--- src/rtl/smb_scl_pkg.sv ---
package smb_scl_pkg;
  typedef enum logic [2:0] {
    ST_IDLE,
    ST_LOW,
    ST_REL,
    ST_ARM,
    ST_HIGH
  } scl_state_e;
endpackage

--- src/rtl/smb_scl_sync.sv ---
module smb_scl_sync #(
  parameter int STAGES = 2
) (
  input  logic clk,
  input  logic rst,
  input  logic d_in,
  output logic d_out
);
  logic [STAGES-1:0] chain_q;

  generate
    for (genvar i = 0; i < STAGES; i++) begin : g_stage
      always_ff @(posedge clk) begin
        if (rst) chain_q[i] <= 1'b1;
        else if (i == 0) chain_q[i] <= d_in;
        else chain_q[i] <= chain_q[(i == 0) ? 0 : i-1];
      end
    end
  endgenerate

  assign d_out = chain_q[STAGES-1];
endmodule

--- src/rtl/smb_scl_fsm.sv ---
module smb_scl_fsm
  import smb_scl_pkg::*;
#(
  parameter int LOW_OVF  = 1,
  parameter int HIGH_OVF = 1,
  parameter int FREE_OVF = 4
) (
  input  logic clk,
  input  logic rst,
  input  logic en,
  input  logic mst_run,
  input  logic free_to_en,
  input  logic ovf,
  input  logic scl_s,
  output logic scl_pull_low,
  output logic bit_strobe,
  output logic bus_free
);
  localparam int MAXC = (LOW_OVF > HIGH_OVF) ?
                        ((LOW_OVF > FREE_OVF) ? LOW_OVF : FREE_OVF) :
                        ((HIGH_OVF > FREE_OVF) ? HIGH_OVF : FREE_OVF);
  localparam int CW = $clog2(MAXC + 1);
  localparam logic [CW-1:0] LOW_LAST  = CW'(LOW_OVF - 1);
  localparam logic [CW-1:0] HIGH_LAST = CW'(HIGH_OVF - 1);
  localparam logic [CW-1:0] FREE_LAST = CW'(FREE_OVF - 1);

  scl_state_e    state_q;
  logic [CW-1:0] cnt_q;
  logic [CW-1:0] free_cnt_q;
  logic          drv_q, stb_q, free_q;

  always_ff @(posedge clk) begin
    if (rst || !en) begin
      state_q    <= ST_IDLE;
      cnt_q      <= '0;
      free_cnt_q <= '0;
      drv_q      <= 1'b0;
      stb_q      <= 1'b0;
      free_q     <= 1'b0;
    end else begin
      stb_q <= 1'b0;
      case (state_q)
        ST_IDLE: begin
          if (mst_run) begin
            state_q    <= ST_LOW;
            drv_q      <= 1'b1;
            stb_q      <= 1'b1;
            cnt_q      <= '0;
            free_q     <= 1'b0;
            free_cnt_q <= '0;
          end else if (!free_to_en || !scl_s) begin
            free_cnt_q <= '0;
            free_q     <= 1'b0;
          end else if (ovf && !free_q) begin
            if (free_cnt_q == FREE_LAST) free_q <= 1'b1;
            else free_cnt_q <= free_cnt_q + 1'b1;
          end
        end
        ST_LOW: begin
          if (ovf) begin
            if (cnt_q == LOW_LAST) begin
              state_q <= ST_REL;
              drv_q   <= 1'b0;
              cnt_q   <= '0;
            end else begin
              cnt_q <= cnt_q + 1'b1;
            end
          end
        end
        ST_REL: begin
          if (scl_s) state_q <= ST_ARM;
        end
        ST_ARM: begin
          if (!scl_s) begin
            state_q <= ST_LOW;
            drv_q   <= 1'b1;
            cnt_q   <= '0;
          end else if (ovf) begin
            state_q <= ST_HIGH;
            cnt_q   <= '0;
          end
        end
        ST_HIGH: begin
          if (!scl_s) begin
            state_q <= ST_LOW;
            drv_q   <= 1'b1;
            cnt_q   <= '0;
          end else if (ovf) begin
            if (cnt_q == HIGH_LAST) begin
              cnt_q <= '0;
              if (mst_run) begin
                state_q <= ST_LOW;
                drv_q   <= 1'b1;
                stb_q   <= 1'b1;
              end else begin
                state_q <= ST_IDLE;
              end
            end else begin
              cnt_q <= cnt_q + 1'b1;
            end
          end
        end
        default: state_q <= ST_IDLE;
      endcase
    end
  end

  assign scl_pull_low = drv_q;
  assign bit_strobe   = stb_q;
  assign bus_free     = free_q;

  AST_LOW_ENDS_ON_OVF: assert property (@(posedge clk) disable iff (rst)
    ($fell(drv_q) && $past(en) && !$past(rst)) |-> $past(ovf));
  AST_STROBE_AT_FALL: assert property (@(posedge clk) disable iff (rst)
    stb_q |-> (drv_q && $rose(drv_q)));
  AST_DISABLE_RELEASE: assert property (@(posedge clk) disable iff (rst)
    !en |=> (!drv_q && !stb_q));
  AST_FREE_WHEN_IDLE: assert property (@(posedge clk) disable iff (rst)
    free_q |-> !drv_q);
endmodule

--- src/rtl/smb_slave_gate.sv ---
module smb_slave_gate (
  input  logic clk,
  input  logic rst,
  input  logic en,
  input  logic slv_inhibit,
  input  logic start_det,
  input  logic slv_evt,
  output logic slv_evt_out,
  output logic addr_nack
);
  logic inh_q, evt_q;

  always_ff @(posedge clk) begin
    if (rst || !en) begin
      inh_q <= 1'b0;
      evt_q <= 1'b0;
    end else begin
      if (start_det) inh_q <= slv_inhibit;
      evt_q <= slv_evt && !inh_q;
    end
  end

  assign slv_evt_out = evt_q;
  assign addr_nack   = inh_q;

  AST_NO_EVT_WHILE_INH: assert property (@(posedge clk) disable iff (rst)
    evt_q |-> !inh_q);
  AST_EVT_NEEDS_EN: assert property (@(posedge clk) disable iff (rst)
    evt_q |-> $past(en));
  AST_NACK_HOLDS: assert property (@(posedge clk) disable iff (rst)
    (inh_q && en && !start_det) |=> inh_q);
endmodule

--- src/rtl/smb_scl_gen.sv ---
module smb_scl_gen #(
  parameter int NUM_SRC  = 4,
  parameter int SEL_W    = $clog2(NUM_SRC),
  parameter int SYNC_STG = 2,
  parameter int LOW_OVF  = 1,
  parameter int HIGH_OVF = 1,
  parameter int FREE_OVF = 4
) (
  input  logic             clk,
  input  logic             rst,
  input  logic             en,
  input  logic             mst_run,
  input  logic             free_to_en,
  input  logic             slv_inhibit,
  input  logic [SEL_W-1:0] src_sel,
  input  logic [NUM_SRC-1:0] ovf_src,
  input  logic             scl_in,
  input  logic             start_det,
  input  logic             slv_evt,
  output logic             scl_pull_low,
  output logic             bit_strobe,
  output logic             bus_free,
  output logic             slv_evt_out,
  output logic             addr_nack
);
  logic ovf_sel;
  logic scl_s;

  assign ovf_sel = ovf_src[src_sel];

  smb_scl_sync #(.STAGES(SYNC_STG)) u_sync (
    .clk(clk), .rst(rst), .d_in(scl_in), .d_out(scl_s)
  );

  smb_scl_fsm #(
    .LOW_OVF(LOW_OVF), .HIGH_OVF(HIGH_OVF), .FREE_OVF(FREE_OVF)
  ) u_fsm (
    .clk(clk), .rst(rst), .en(en), .mst_run(mst_run),
    .free_to_en(free_to_en), .ovf(ovf_sel), .scl_s(scl_s),
    .scl_pull_low(scl_pull_low), .bit_strobe(bit_strobe), .bus_free(bus_free)
  );

  smb_slave_gate u_gate (
    .clk(clk), .rst(rst), .en(en), .slv_inhibit(slv_inhibit),
    .start_det(start_det), .slv_evt(slv_evt),
    .slv_evt_out(slv_evt_out), .addr_nack(addr_nack)
  );

  AST_IDLE_NO_DRIVE: assert property (@(posedge clk) disable iff (rst)
    (!mst_run && !free_to_en && !scl_pull_low) |=> !bit_strobe);
endmodule

--- config.mk ---
export PLATFORM = sky130hd
export DESIGN_NAME = smb_scl_gen
export DESIGN_NICKNAME = d
export VERILOG_FILES = /design/src/rtl/smb_scl_pkg.sv /design/src/rtl/smb_scl_sync.sv /design/src/rtl/smb_scl_fsm.sv /design/src/rtl/smb_slave_gate.sv /design/src/rtl/smb_scl_gen.sv
export SDC_FILE = /design/constraint.sdc
export NUM_CORES = 1
export LEC_CHECK = 0
export CAP_MARGIN = 20
export CORE_MARGIN = 3
export CORE_UTILIZATION = 62
export CTS_BUF_LIST = sky130_fd_sc_hd__clkbuf_4 sky130_fd_sc_hd__clkbuf_8
export CTS_CLUSTER_DIAMETER = 50
export DETAILED_ROUTE_END_ITERATION = 8
export DONT_BUFFER_PORTS = 1
export GPL_TIMING_DRIVEN = 0
export PLACE_DENSITY_LB_ADDON = 0.2
export SLEW_MARGIN = 0
export SYNTH_ARGS = -nofsm -noshare
export SYNTH_HDL_FRONTEND = slang
export SYNTH_SLANG_ARGS = --single-unit
export TNS_END_PERCENT = 30
--- constraint.sdc ---
create_clock -name clk -period 2 [get_ports clk]
set_input_delay 0.4 -clock clk [delete_from_list [all_inputs] [get_ports clk]]
set_output_delay 0.4 -clock clk [all_outputs]
set_load 0.005 [all_outputs]
==> impl_metrics.toml, run 1 <==
[cts]
holdBufCountCts = 0
clk_pin_slew_ns = 0.10
cts_buffer_depth = 2
insertion_delay_ns = 0.29
htree_levels = 1
cts.sinks = 16
postCtsSetupRepairBufs = 0
numCtsBuffers = 3
cts_tree = "done"
cts-resized-gates = 0
ctsRootBufferMaster = "clkbuf_4"

[yosys]
syn-cell-area_um2 = 984.7
avgSynthCellArea_um2 = 9.034
synth_fp_nets = 128
synth-async-reset-ratio = 0
synth_edf_count = 0
yosysWarnings = 0
ys_seq_elements = 16
syn_inst = 109
synth_ff_type = "dfxtp_1"
synthDistinctLibCells = 47
seq_area_frac_synth = 0.3253

[grt]
grt_usage = 0.2168
grt_pass1_vias = 818
antenna_found_initial = 0
grt_pass1_wl_um = 3387
gr-total-overflow = 0
grt_max_degree = 11

[drt]
first_pass_iters = 4
num_vias = 839
drc = 0
ant_nets = 0
wl_per_cell_um = 15.12
wirelength_um = 1935
drt_iter0_markers = 24
vias_per_cell = 6.555

[sta]
relSlewSlack = 0.7206
finalCritPeriodShare = 0.7679
tns_ns = 0
skew_ns = 0.008609
tightestPinTransition_ns = 0.4191
slew_violations = 0
maxClockFrequency_mhz = 651.1
holdWs_ns = 0.2003
period_needed_ns = 1.536
setup_viol = 0
hold_viol = 0
rsz0062_at_grt = "false"

[cells_and_area]
drive_above_1_share = 0.2124
layout.nets = 133
synthToLayoutAreaGrowth_pct = 5.591
diodes = 0
layout_commonest_cell = "dfxtp_1"
final_cells = 128
final_cell_mix = "16 x dfxtp_1, 10 x nor2_1, 7 x inv_1"
final_util = 0.7433

[job]
cap_violations = 0

[setup_path]
cpMaxStageDelayCell = "dfxtp_1"
crit_chain = "clkbuf_8, nor3b_1, a31o_2, nand3_2, a2111oi_2"
max_stage_delay_ns = 0.33
crit_arrival_ns = 1.74
critPathBufInv = 1
startpoint_type = "flip-flop"
end_kind = "flip-flop"
cp_top_family = "compound AO/OA/AOI/OAI gates"
cp_data_required_time_ns = 2.20
crit_fanout = 10
critPathKind = "flip-flop to flip-flop"

[floorplan]
start_util = 0.7039
dieArea_um2 = 2102
die_h_um = 45.85
rows = 13
die_x_um = 45.85
io_pins = 20
core_um2 = 1399

[placement]
place_inst = 124
place_congestion = 0.8150
dp.final_hpwl_um = 1407
io_buffer_count = 0

[pwr]
p_leak_uw = 0.0003914
power.density_nw_per_um2 = 611.2
ir_drop_mv = 0.4607

[worst_hold_path]
hp-class = "input port to flip-flop"

[status]
status = "finished, final reports clean"
## cells in the mapped netlist, drive strengths merged, types with 4 or more instances
library cell   n  area share
a21oi          5       0.029
buf            4       0.036
dfxtp         16        0.33
ha             4       0.051
inv            7       0.027
nand2          6       0.030
nand3          4       0.025
nor2          10       0.038
o21ai          7       0.036
## sequential cells by signal, summed over array words and instances, names as in the netlist
register,flops
u_fsm.bit_strobe,1
u_fsm.state_q,3
u_fsm.bus_free,1
u_sync.chain_q,1
u_gate.addr_nack,1
u_fsm.cnt_q,3
u_gate.slv_evt_out,1
u_sync.d_out,1
u_fsm.scl_pull_low,1
u_fsm.free_cnt_q,3
## worst register-to-register path: cells and delay by family (launching register included)
kind	cells	cell delay, ns
AO/OA/AOI/OAI	2	0.58
AND/OR/NAND/NOR	2	0.39
flip-flops	1	0.33
buffers and inverters	1	0.16
## power breakdown
part           leakage, uW  internal [uW]  switching [uW]
sequential        0.000130            326            7.29
combinational     0.000240           37.4            47.4
clock            0.0000210            111             106
## cell type report
| class | instances | area, um2 |
|---|---|---|
| multi-input cells | 79 | 571.8 |
| fillers | 104 | 359.1 |
| flip-flops and latches | 16 | 320.3 |
| plain buffers | 7 | 66.31 |
| clock buffers | 4 | 36.28 |
| inverters | 7 | 26.28 |
| well taps | 15 | 18.77 |
## per-stage QoR
step / power (uW) / setup slack [ns] / area, um2
global route: 667.9 / 0.2969 / 1040
detailed placement: 424.2 / 0.4067 / 1003
global placement: 422.4 / 0.4132 / 1003
finish: 635.4 / 0.4643 / 1040
floorplan: 410.1 / 0.4580 / 984.7
CTS: 639.1 / 0.4582 / 1040
## path summary, 6_finish.rpt
path	from	endpoint	slack (ns)	cells past startpoint
max	u_fsm.state_q[2]	u_fsm.state_q[2]	0.46	5
min	scl_in	u_sync.chain_q[0]	0.20	1
max reg2reg	u_fsm.state_q[2]	u_fsm.state_q[2]	0.46	5
min reg2reg	u_sync.chain_q[0]	u_sync.d_out	0.42	1
## cells by family after synthesis
| group | Yosys count | share of synthesized area |
|---|---|---|
| and+or+nand+nor | 39 | 0.2325 |
| AOI/OAI and AO/OA | 32 | 0.2440 |
| DFF | 16 | 0.3253 |
| buffers and inverters | 14 | 0.09403 |
| muxes | 4 | 0.05337 |
| adders and majority gates | 4 | 0.05083 |
## per-layer routing
metal | part of all wire | track usage | routed length (um)
met5 | 0 | 0 | 0
met4 | 0.017 | 0.09091 | 32
met3 | 0.11 | 0.03557 | 207
met2 | 0.46 | 0.3516 | 894
met1 | 0.41 | 0.2796 | 801
No activity file was read; power rests on OpenSTA's default activity.
==> run 2: changes to the inputs <==
--- a/config.mk
+++ b/config.mk
@@ -7,7 +7,7 @@
 export LEC_CHECK = 0
 export CAP_MARGIN = 20
 export CORE_MARGIN = 3
-export CORE_UTILIZATION = 62
+export CORE_UTILIZATION = 58
 export CTS_BUF_LIST = sky130_fd_sc_hd__clkbuf_4 sky130_fd_sc_hd__clkbuf_8
 export CTS_CLUSTER_DIAMETER = 50
 export DETAILED_ROUTE_END_ITERATION = 8
==> constraint.sdc (replaced) <==
create_clock -name clk -period 1.32 [get_ports clk]
set_input_delay 0.264 -clock clk [delete_from_list [all_inputs] [get_ports clk]]
set_output_delay 0.264 -clock clk [all_outputs]
set_load 0.005 [all_outputs]
==> run 2 against run 1 <==
The flow now finishes with violations (negative setup slack). Sequential power up 52%. Maximum frequency increased by 11%. Sequential cell count unchanged. Hold slack worse by 0.14 ns. First-iteration DRC count increased by 38%. Combinational power increased by 70%. Worst setup slack got worse by 0.52 ns. Largest power group unchanged.
==> impl_metrics.toml, run 2 (synthesis results as in run 1) <==
[grt]
antenna_found_initial = 0
grt_max_degree = 11
grt_usage = 0.2246
grt_pass1_wl_um = 3443
grt_pass1_vias = 798
gr-total-overflow = 0

[cts]
holdBufCountCts = 0
cts_tree = "done"
cts_buffer_depth = 2
htree_levels = 1
clk_pin_slew_ns = 0.10
numCtsBuffers = 3
insertion_delay_ns = 0.30
cts.sinks = 16
ctsRootBufferMaster = "clkbuf_4"

[cells_and_area]
fillers = 123
multiInputGateArea_um2 = 608.1
diodes = 0
final_cells = 132
layout_commonest_cell = "dfxtp_1"
top_regs = "u_fsm.cnt_q: 3 flops, u_fsm.free_cnt_q: 3 flops, u_fsm.state_q: 3 flops"
regArea_um2 = 327.8
layout.nets = 137
final_util = 0.7103
final_cell_mix = "10 x dfxtp_1, 8 x nor2_1, 6 x dfxtp_2"
drive_above_1_share = 0.3793
synthToLayoutAreaGrowth_pct = 12.45

[setup_path]
crit_arrival_ns = 1.61
cp_data_required_time_ns = 1.55
crit_fanout = 10
critPathKind = "flip-flop to flip-flop"
end_kind = "flip-flop"
startpoint_type = "flip-flop"
r2r_cells = 5

[drt]
drc = 0
wirelength_um = 2200
vias_per_cell = 6.644
first_pass_iters = 6
wl_per_cell_um = 16.67
drt_iter0_markers = 33
ant_nets = 0
num_vias = 877

[placement]
dp.final_hpwl_um = 1529
dp_slack_ns = -0.1674
place_congestion = 0.7862
io_buffer_count = 0
place_inst = 125

[sta]
slew_violations = 0
finalWorstSetupSlack_ns = -0.05854
setup_viol = 3
holdWs_ns = 0.06211
tightestPinTransition_ns = 0.3425
hold_viol = 0
skew_ns = 0.009364
maxClockFrequency_mhz = 725.4
rsz0062_at_grt = "true"
relSlewSlack = 0.7717
finalCritPeriodShare = 1.044
tns_ns = -0.1114
period_needed_ns = 1.379

[floorplan]
start_util = 0.6316
die_h_um = 47.21
core_um2 = 1559
die_x_um = 47.21
dieArea_um2 = 2228
rows = 14
io_pins = 20

[status]
status = "finished with violations"
violations = "negative setup slack"

[worst_hold_path]
whs_path_depth = 1
hp-class = "input port to flip-flop"

[pwr]
ir_drop_mv = 0.6480
power.density_nw_per_um2 = 828.1
p_leak_uw = 0.0004243

[job]
cap_violations = 0
-- run 2: power by group --
group	switching (uW)	internal [uW]	total, uW	leakage, uW
Sequential	12.2	495	507	0.000132
Combinational	78.6	65.7	144	0.000278
Clock	159	106	266	0.0000138
-- run 2: final timing paths --
check                                        from                end  slack [ns]
worst max-delay path             u_fsm.state_q[1]   u_fsm.state_q[0]       -0.06
worst max register to register   u_fsm.state_q[1]   u_fsm.state_q[0]       -0.06
worst min-delay path                       scl_in  u_sync.chain_q[0]        0.06
worst min register to register  u_sync.chain_q[0]       u_sync.d_out        0.44
-- run 2: critical path, stage by stage (launching register included) --
cell and delay [ns]:
dfxtp_2 0.40, buf_6 0.15, nor2_1 0.05, o21a_1 0.19, a2111o_1 0.39, a21oi_1 0.13
-- run 2: metal layers --
| layer | vias to the layer above | routed length (um) | part of all wire | GRT usage |
|---|---|---|---|---|
| met2 | 32 | 1144 | 0.52 | 0.3957 |
| met4 | 0 | 56 | 0.025 | 0.1050 |
| li1 | 414 | - | - | - |
| met3 | 10 | 121 | 0.055 | 0.04598 |
| met1 | 421 | 877 | 0.40 | 0.2568 |
| met5 | - | 0 | 0 | 0 |
-- run 2: cell type report --
| class | count | share of cell area |
|---|---|---|
| Multi-Input combinational cell | 79 | 0.5492 |
| Sequential cell | 16 | 0.2960 |
| Buffer | 7 | 0.06554 |
| Timing Repair Buffer | 4 | 0.02712 |
| Inverter | 7 | 0.02373 |
| Clock buffer | 3 | 0.02034 |
| Tap cell | 16 | 0.01808 |
-- run 2: per-stage QoR --
stage	power, uW	cell area, um2
2_1_floorplan	620.3	984.7
3_5_place_dp	643.2	1005
5_1_grt	950.4	1107
4_1_cts	910.3	1094
6_report	916.9	1107
3_3_place_gp	640.5	1005
-- run 2: what timing repair did --
item,4_1_cts,5_1_grt
buffers inserted,3,1
resized for setup,18,5
pin swaps,3,1
setup endpoints to repair,9,8
==> run 3: changes to the inputs <==
--- a/config.mk
+++ b/config.mk
@@ -6,10 +6,13 @@
 export NUM_CORES = 1
 export LEC_CHECK = 0
 export CAP_MARGIN = 20
+export CELL_PAD_IN_SITES_DETAIL_PLACEMENT = 0
+export CELL_PAD_IN_SITES_GLOBAL_PLACEMENT = 1
 export CORE_MARGIN = 3
-export CORE_UTILIZATION = 58
+export CORE_UTILIZATION = 44
 export CTS_BUF_LIST = sky130_fd_sc_hd__clkbuf_4 sky130_fd_sc_hd__clkbuf_8
 export CTS_CLUSTER_DIAMETER = 50
+export CTS_CLUSTER_SIZE = 16
 export DETAILED_ROUTE_END_ITERATION = 8
 export DONT_BUFFER_PORTS = 1
 export GPL_TIMING_DRIVEN = 0
==> run 3 against run 2 <==
The flow still finishes with violations (negative setup slack). Combinational power down 3%. Maximum frequency down 2.3%. Routed wire length down 5.7%. Final cell count up 9.8%. Non-clock buffer count up 1. Sequential cell count unchanged. Critical path type unchanged. Largest power group unchanged.
==> impl_metrics.toml, run 3 (synthesis results as in run 1) <==
[floorplan]
rows = 16
io_pins = 20
dieArea_um2 = 2841
die_h_um = 53.31
core_um2 = 2042
die_x_um = 53.31
start_util = 0.4822

[sta]
period_needed_ns = 1.411
slew_violations = 0
rsz0062_at_grt = "true"
skew_ns = 0.008036
tns_ns = -0.1333
maxClockFrequency_mhz = 708.8
finalCritPeriodShare = 1.069
finalWorstSetupSlack_ns = -0.09083
hold_viol = 0
setup_viol = 3
relSlewSlack = 0.7490
tightestPinTransition_ns = 0.3765

[placement]
io_buffer_count = 0
dp.final_hpwl_um = 1523
place_congestion = 0.8113

[setup_path]
r2r_cells = 6
crit_fanout = 4
r2r_end = "u_fsm.scl_pull_low"
timing.reg2reg.setup_slack_ns = -0.09
startpoint_type = "flip-flop"
r2r_start = "u_fsm.cnt_q[1]"
end_kind = "flip-flop"
critPathKind = "flip-flop to flip-flop"
cp_data_required_time_ns = 1.55
crit_arrival_ns = 1.64

[worst_hold_path]
hold_end = "u_sync.chain_q[0]"
whs_path_depth = 1
hp-start = "scl_in"
hp-class = "input port to flip-flop"

[cts]
cts_tree = "done"
insertion_delay_ns = 0.30
cts_buffer_depth = 2
cts.sinks = 16
htree_levels = 1
ctsRootBufferMaster = "clkbuf_4"
clk_pin_slew_ns = 0.10
numCtsBuffers = 3

[status]
status = "finished with violations"
violations = "negative setup slack"

[cells_and_area]
layout_commonest_cell = "dfxtp_1"
diodes = 0
top_regs = "u_fsm.cnt_q: 3 flops, u_fsm.free_cnt_q: 3 flops, u_fsm.state_q: 3 flops"
final_util = 0.5588
synthToLayoutAreaGrowth_pct = 15.88
drive_above_1_share = 0.3814
final_cell_mix = "11 x dfxtp_1, 8 x nor2_1"
layout.nets = 138

[drt]
drc = 0
ant_nets = 0
drt_iter0_markers = 14
first_pass_iters = 4
vias_per_cell = 5.779
wl_per_cell_um = 14.31
wirelength_um = 2075
num_vias = 838

[grt]
grt_pass1_vias = 790
gr-total-overflow = 0
grt_pass1_wl_um = 3657
grt_max_degree = 11
antenna_found_initial = 0
grt_usage = 0.1792

[pwr]
ir_drop_mv = 0.8501
power.density_nw_per_um2 = 863.3
p_leak_uw = 0.0004355

[job]
cap_violations = 0
==> run 3: worst max-delay path: stages, from the launching register on <==
cell and delay [ns]:
dfxtp_2 0.34, inv_2 0.06, ha_4 0.12, and2b_2 0.18, nand2_4 0.07, a222oi_1 0.36
mux2i_1 0.22
==> run 3: per-stage QoR <==
step                hold WS (ns)  total power, uW  cells  cell area, um2  setup slack, ns
global route             0.05434             1036    145            1141          -0.1715
detailed placement        0.3708            645.3    136            1018          -0.1687
CTS                      0.06050            990.4    143            1114          -0.1148
floorplan                 0.3678            620.3    109           984.7         -0.04653
finish                   0.06825            985.1    145            1141         -0.09083
global placement          0.3704            644.6    136            1018          -0.1390
==> run 3: final cells by class <==
| type | count | area, um2 |
|---|---|---|
| timing repair buffer | 5 | 37.54 |
| fill | 200 | 900.9 |
| sequential | 16 | 326.6 |
| tap | 27 | 33.78 |
| multi-input combinational | 79 | 608.1 |
| inverter | 7 | 26.28 |
| buffer | 7 | 72.57 |
| clock buffer | 4 | 36.28 |
==> run 3: timing repair <==
action,CTS,global route
pin swaps,3,2
buffers inserted,3,2
resized for setup,17,4
hold endpoints to repair,0,0
setup endpoints to repair,12,12
hold buffers,0,0
==> run 3: worst max-delay path by stage <==
| stage | depth (start not counted) | slack [ns] | startpoint | end |
|---|---|---|---|---|
| after floorplan | 5 | -0.05 | src_sel[0] | u_fsm.free_cnt_q[2] |
| after global placement | 6 | -0.14 | u_fsm.cnt_q[0] | u_fsm.scl_pull_low |
| after detailed placement | 6 | -0.17 | u_fsm.cnt_q[0] | u_fsm.scl_pull_low |
| after CTS | 6 | -0.11 | u_fsm.cnt_q[1] | u_fsm.scl_pull_low |
| after global routing | 6 | -0.17 | u_fsm.cnt_q[1] | u_fsm.scl_pull_low |
| final | 6 | -0.09 | u_fsm.cnt_q[1] | u_fsm.scl_pull_low |
==> run 3: power by group <==
part	total (uW)	leakage, uW	switching [uW]	internal (uW)
Sequential	506	0.000132	11.7	495
Combinational	139	0.000283	77.3	61.9
Clock	339	0.0000210	171	168
==> run 3: layer usage <==
metal / GRT usage / routed length [um] / up-vias
met4: 0.07234 / 31 / 0
met1: 0.2267 / 956 / 393
met5: 0 / 0 / -
li1: - / - / 421
met2: 0.2673 / 956 / 20
met3: 0.07042 / 130 / 4
